==> src/rtl/bshift_pkg.sv <==
package bshift_pkg;

  typedef enum logic {
    DIR_LEFT  = 1'b0,
    DIR_RIGHT = 1'b1
  } shift_dir_e;

endpackage

==> src/rtl/bshift_stage.sv <==
// One barrel stage: moves the word left by DIST when en is high and
// pushes the fill value into the positions it empties.
module bshift_stage #(
  parameter int W    = 32,
  parameter int DIST = 1
) (
  input  logic [W-1:0] d_i,
  input  logic         fill_i,
  input  logic         en_i,
  output logic [W-1:0] d_o
);

  logic [W-1:0] moved;

  for (genvar i = 0; i < W; i++) begin : g_bit
    if (i >= DIST) begin : g_take
      assign moved[i] = d_i[i-DIST];
    end else begin : g_fill
      assign moved[i] = fill_i;
    end
  end

  assign d_o = en_i ? moved : d_i;

endmodule

==> src/rtl/bshift_mirror.sv <==
// Reverses bit order; pure wiring.
module bshift_mirror #(
  parameter int W = 32
) (
  input  logic [W-1:0] d_i,
  output logic [W-1:0] d_o
);

  for (genvar i = 0; i < W; i++) begin : g_rev
    assign d_o[i] = d_i[W-1-i];
  end

endmodule

==> src/rtl/bshift_left_core.sv <==
// Log-depth left shifter: stage s moves by 2**s under control of amt_i[s].
module bshift_left_core #(
  parameter int W   = 32,
  parameter int SAW = $clog2(W)
) (
  input  logic [W-1:0]   d_i,
  input  logic [SAW-1:0] amt_i,
  input  logic           fill_i,
  output logic [W-1:0]   d_o
);

  logic [W-1:0] lvl [SAW+1];

  assign lvl[0] = d_i;

  for (genvar s = 0; s < SAW; s++) begin : g_stage
    bshift_stage #(
      .W    (W),
      .DIST (1 << s)
    ) stage_i (
      .d_i    (lvl[s]),
      .fill_i (fill_i),
      .en_i   (amt_i[s]),
      .d_o    (lvl[s+1])
    );
  end

  assign d_o = lvl[SAW];

endmodule

==> src/rtl/bidir_fill_shifter.sv <==
module bidir_fill_shifter
  import bshift_pkg::*;
#(
  parameter int W   = 32,
  parameter int SAW = $clog2(W)
) (
  input  logic [W-1:0]   data_i,
  input  logic [SAW-1:0] amt_i,
  input  logic           fill_i,
  input  logic           dir_i,
  output logic [W-1:0]   data_o
);

  shift_dir_e   dir;
  logic [W-1:0] data_rev;
  logic [W-1:0] core_in;
  logic [W-1:0] core_out;
  logic [W-1:0] core_rev;

  assign dir = shift_dir_e'(dir_i);

  bshift_mirror #(.W(W)) mirror_in_i (
    .d_i (data_i),
    .d_o (data_rev)
  );

  assign core_in = (dir == DIR_RIGHT) ? data_rev : data_i;

  bshift_left_core #(.W(W), .SAW(SAW)) core_i (
    .d_i    (core_in),
    .amt_i  (amt_i),
    .fill_i (fill_i),
    .d_o    (core_out)
  );

  bshift_mirror #(.W(W)) mirror_out_i (
    .d_i (core_out),
    .d_o (core_rev)
  );

  assign data_o = (dir == DIR_RIGHT) ? core_rev : core_out;

endmodule

==> config.mk <==
export PLATFORM = sky130hd
export DESIGN_NAME = bidir_fill_shifter
export DESIGN_NICKNAME = d
export VERILOG_FILES = /design/src/rtl/bshift_pkg.sv /design/src/rtl/bshift_stage.sv /design/src/rtl/bshift_mirror.sv /design/src/rtl/bshift_left_core.sv /design/src/rtl/bidir_fill_shifter.sv
export SDC_FILE = /design/constraint.sdc
export NUM_CORES = 1
export LEC_CHECK = 0
export BUFFER_PORTS_ARGS = -buffer_cell sky130_fd_sc_hd__buf_2
export CORE_MARGIN = 2
export CORE_UTILIZATION = 55
export DETAILED_ROUTE_END_ITERATION = 7
export PLACE_DENSITY = 0.81
export SYNTH_ARGS = -nofsm -noshare
export SYNTH_HDL_FRONTEND = slang
export SYNTH_HIERARCHICAL = 1
export SYNTH_SLANG_ARGS = --single-unit
==> constraint.sdc <==
create_clock -name vclk -period 4
set_clock_uncertainty 0.15 [all_clocks]
set_input_delay 0.8 -clock vclk [all_inputs]
set_output_delay 0.8 -clock vclk [all_outputs]
set_load 0.05 [all_outputs]
==> impl_metrics.csv <==
group,metric,value,unit
outcome,status,"finished with violations",
outcome,violations,"setup timing",
floorplanning,die_y,92.26,um
clock_tree,ctsHoldBuffers,0,
routing,drc,0,
worst_setup_path,cp-end-kind,"output pin",
worst_setup_path,arrival,3.23,ns
global_routing,grt_max_degree,33,
timing,rsz0062_at_grt,"yes",
finish,multi_input_area,3333,sq um
place,dp_hpwl,5611,um
min_path,hold_path_depth,5,
worst_setup_path,crit_top_cell,"mux2_4",
place,portBuffers,71,
yosys,yosysTopAreaCell,"mux2_4",
routing,ant_nets,0,
yosys,synth_cell_type_count,6,
yosys,ys_seq_area_share,0,%
yosys,yosys.area.top_type_share,73.60,%
global_routing,grt_pass1_vias,2214,
finish,final_area,4288,sq um
min_path,worstHoldStart,"amt_i[3]",
place,place_area,3966,sq um
worst_setup_path,max_stage_delay,0.32,ns
timing,relSlewSlack,64.57,%
place,gp_congestion,0.8303,
floorplanning,initial_core_util,56.02,%
finish,drive_gt1_share,100.0,%
worst_setup_path,start_kind,"input port",
floorplanning,core,7647,sq um
worst_setup_path,cp_max_fo,7,
floorplanning,chipWidth,92.26,um
worst_setup_path,crit_type,"input port to output pin",
timing,finalHoldViolCount,0,
floorplanning,io_pins,71,
power_and_ir_drop,leakage,2.290,nW
floorplanning,num_rows,32,
worst_setup_path,crit_slowest_cell,"mux2_4",
run,maxCapViolations,0,
global_routing,grt_overflow,0,
routing,wl_per_cell,16.61,um
timing,fin_ws,-0.1781,ns
routing,dr.pass1.iters,6,
yosys,synthTopCellsByArea,"mux2_4 (74%), buf_4 (11%), buf_12 (9.8%)",
yosys,synth_cells,316,
worst_setup_path,crit_chain,"buf_12, buf_12, mux2_4, mux2_4, mux2_4, mux2_4, mux2_4, mux2_4, mux2_4, buf_6",
power_and_ir_drop,power_density,245.8,nW/um^2
routing,viasPerCell,5.166,
floorplanning,die_area,8511,sq um
power_and_ir_drop,total_power,1.054,mW
timing,slew_viol_final,0,
worst_setup_path,worstPathRequired,3.05,ns
finish,final_util,56.07,%
place,place_ws,-0.3049,ns
routing,detail_route.iter0.violations,35,
timing,fin_crit,4.178,ns
timing,fmax,239.3,MHz
min_path,min_path_type,"input port to output pin",
finish,regArea,0,sq um
timing,period_share,104.5,%
routing,wirelength,6893,um
yosys,netlist_area,4284,sq um
global_routing,grtUsageTotal,14.99,%
finish,nClkBuffers,0,
yosys,yosys_warnings,6,
timing,hold_slack,2.321,ns
global_routing,grt_pass1_wl,10710,um
min_path,hold_end,"data_o[23]",
worst_setup_path,crit_start,"dir_i",
yosys,syn_area_per_cell,13.56,sq um
finish,nets,354,
global_routing,antenna_found_initial,0,
routing,dr_total_vias,2144,
yosys,syn_nets,355,
finish,fillers,637,
timing,tightest_slew,0.5314,ns
finish,seq_cells,0,
timing,setup_violations,32,
finish,n_antenna_cell,0,
finish,area_delta_synth_final,0.08756,%
power_and_ir_drop,ir_drop,0.00008592,V
cell type report:
| cell class | instances | share of cell area, % |
|---|---|---|
| Multi-Input combinational cell | 224 | 77.74 |
| Tap cell | 102 | 2.976 |
| Timing Repair Buffer | 89 | 19.29 |
kinds of logic after synthesis:
logic type | count (synthesis) | share of synthesized area [%]
buffers and inverters | 92 | 22.72
muxes | 224 | 77.28
report_power, final:
part / switching, mW / internal [mW]
sequential: 0 / 0
combinational: 0.474 / 0.580
clock: 0 / 0
synth_stat cells, drive strengths merged:
cell type,count
buf,92
mux2,224
worst max-delay path: cells and delay by family:
family | cells | cell delay [ns]
buffers and inverters | 3 | 0.43
muxes | 7 | 1.99
per-stage QoR:
step	cells	TNS [ns]
2_1_floorplan	316	-3.350
5_1_grt	415	-6.106
6_report	415	-4.970
3_5_place_dp	411	-9.194
4_1_cts	415	-5.108
3_3_place_gp	411	-8.268
metal layers:
metal	vias up	track usage, %	share of wire (%)
met2	52	31.31	53
met4	0	0	0
li1	1078	-	-
met1	1014	17.65	44
met3	0	0.4930	2.6
met5	-	0	0
how the worst max path moves through the flow:
stage                       to  slack (ns)  cells after the start
floorplan           data_o[16]       -0.11                     10
global route         data_o[4]       -0.22                     10
finish              data_o[26]       -0.18                     10
detailed placement  data_o[20]       -0.30                     10
CTS                 data_o[20]       -0.18                     10
global placement     data_o[5]       -0.27                     10
cell usage in the layout, fill, tap and decap left out:
cell type	n
buf_6	31
buf_8	2
buf_16	3
buf_4	10
mux2_2	8
buf_12	5
buf_2	38
mux2_4	216
timing repair:
action / CTS / global route
resized for setup: 75 / 0
endpoints found under the setup margin: 32 / 32
setup buffers: 1 / 0
gates cloned: 3 / 0
hold endpoints to repair: 0 / 0
(Power assumes the default switching activity.)
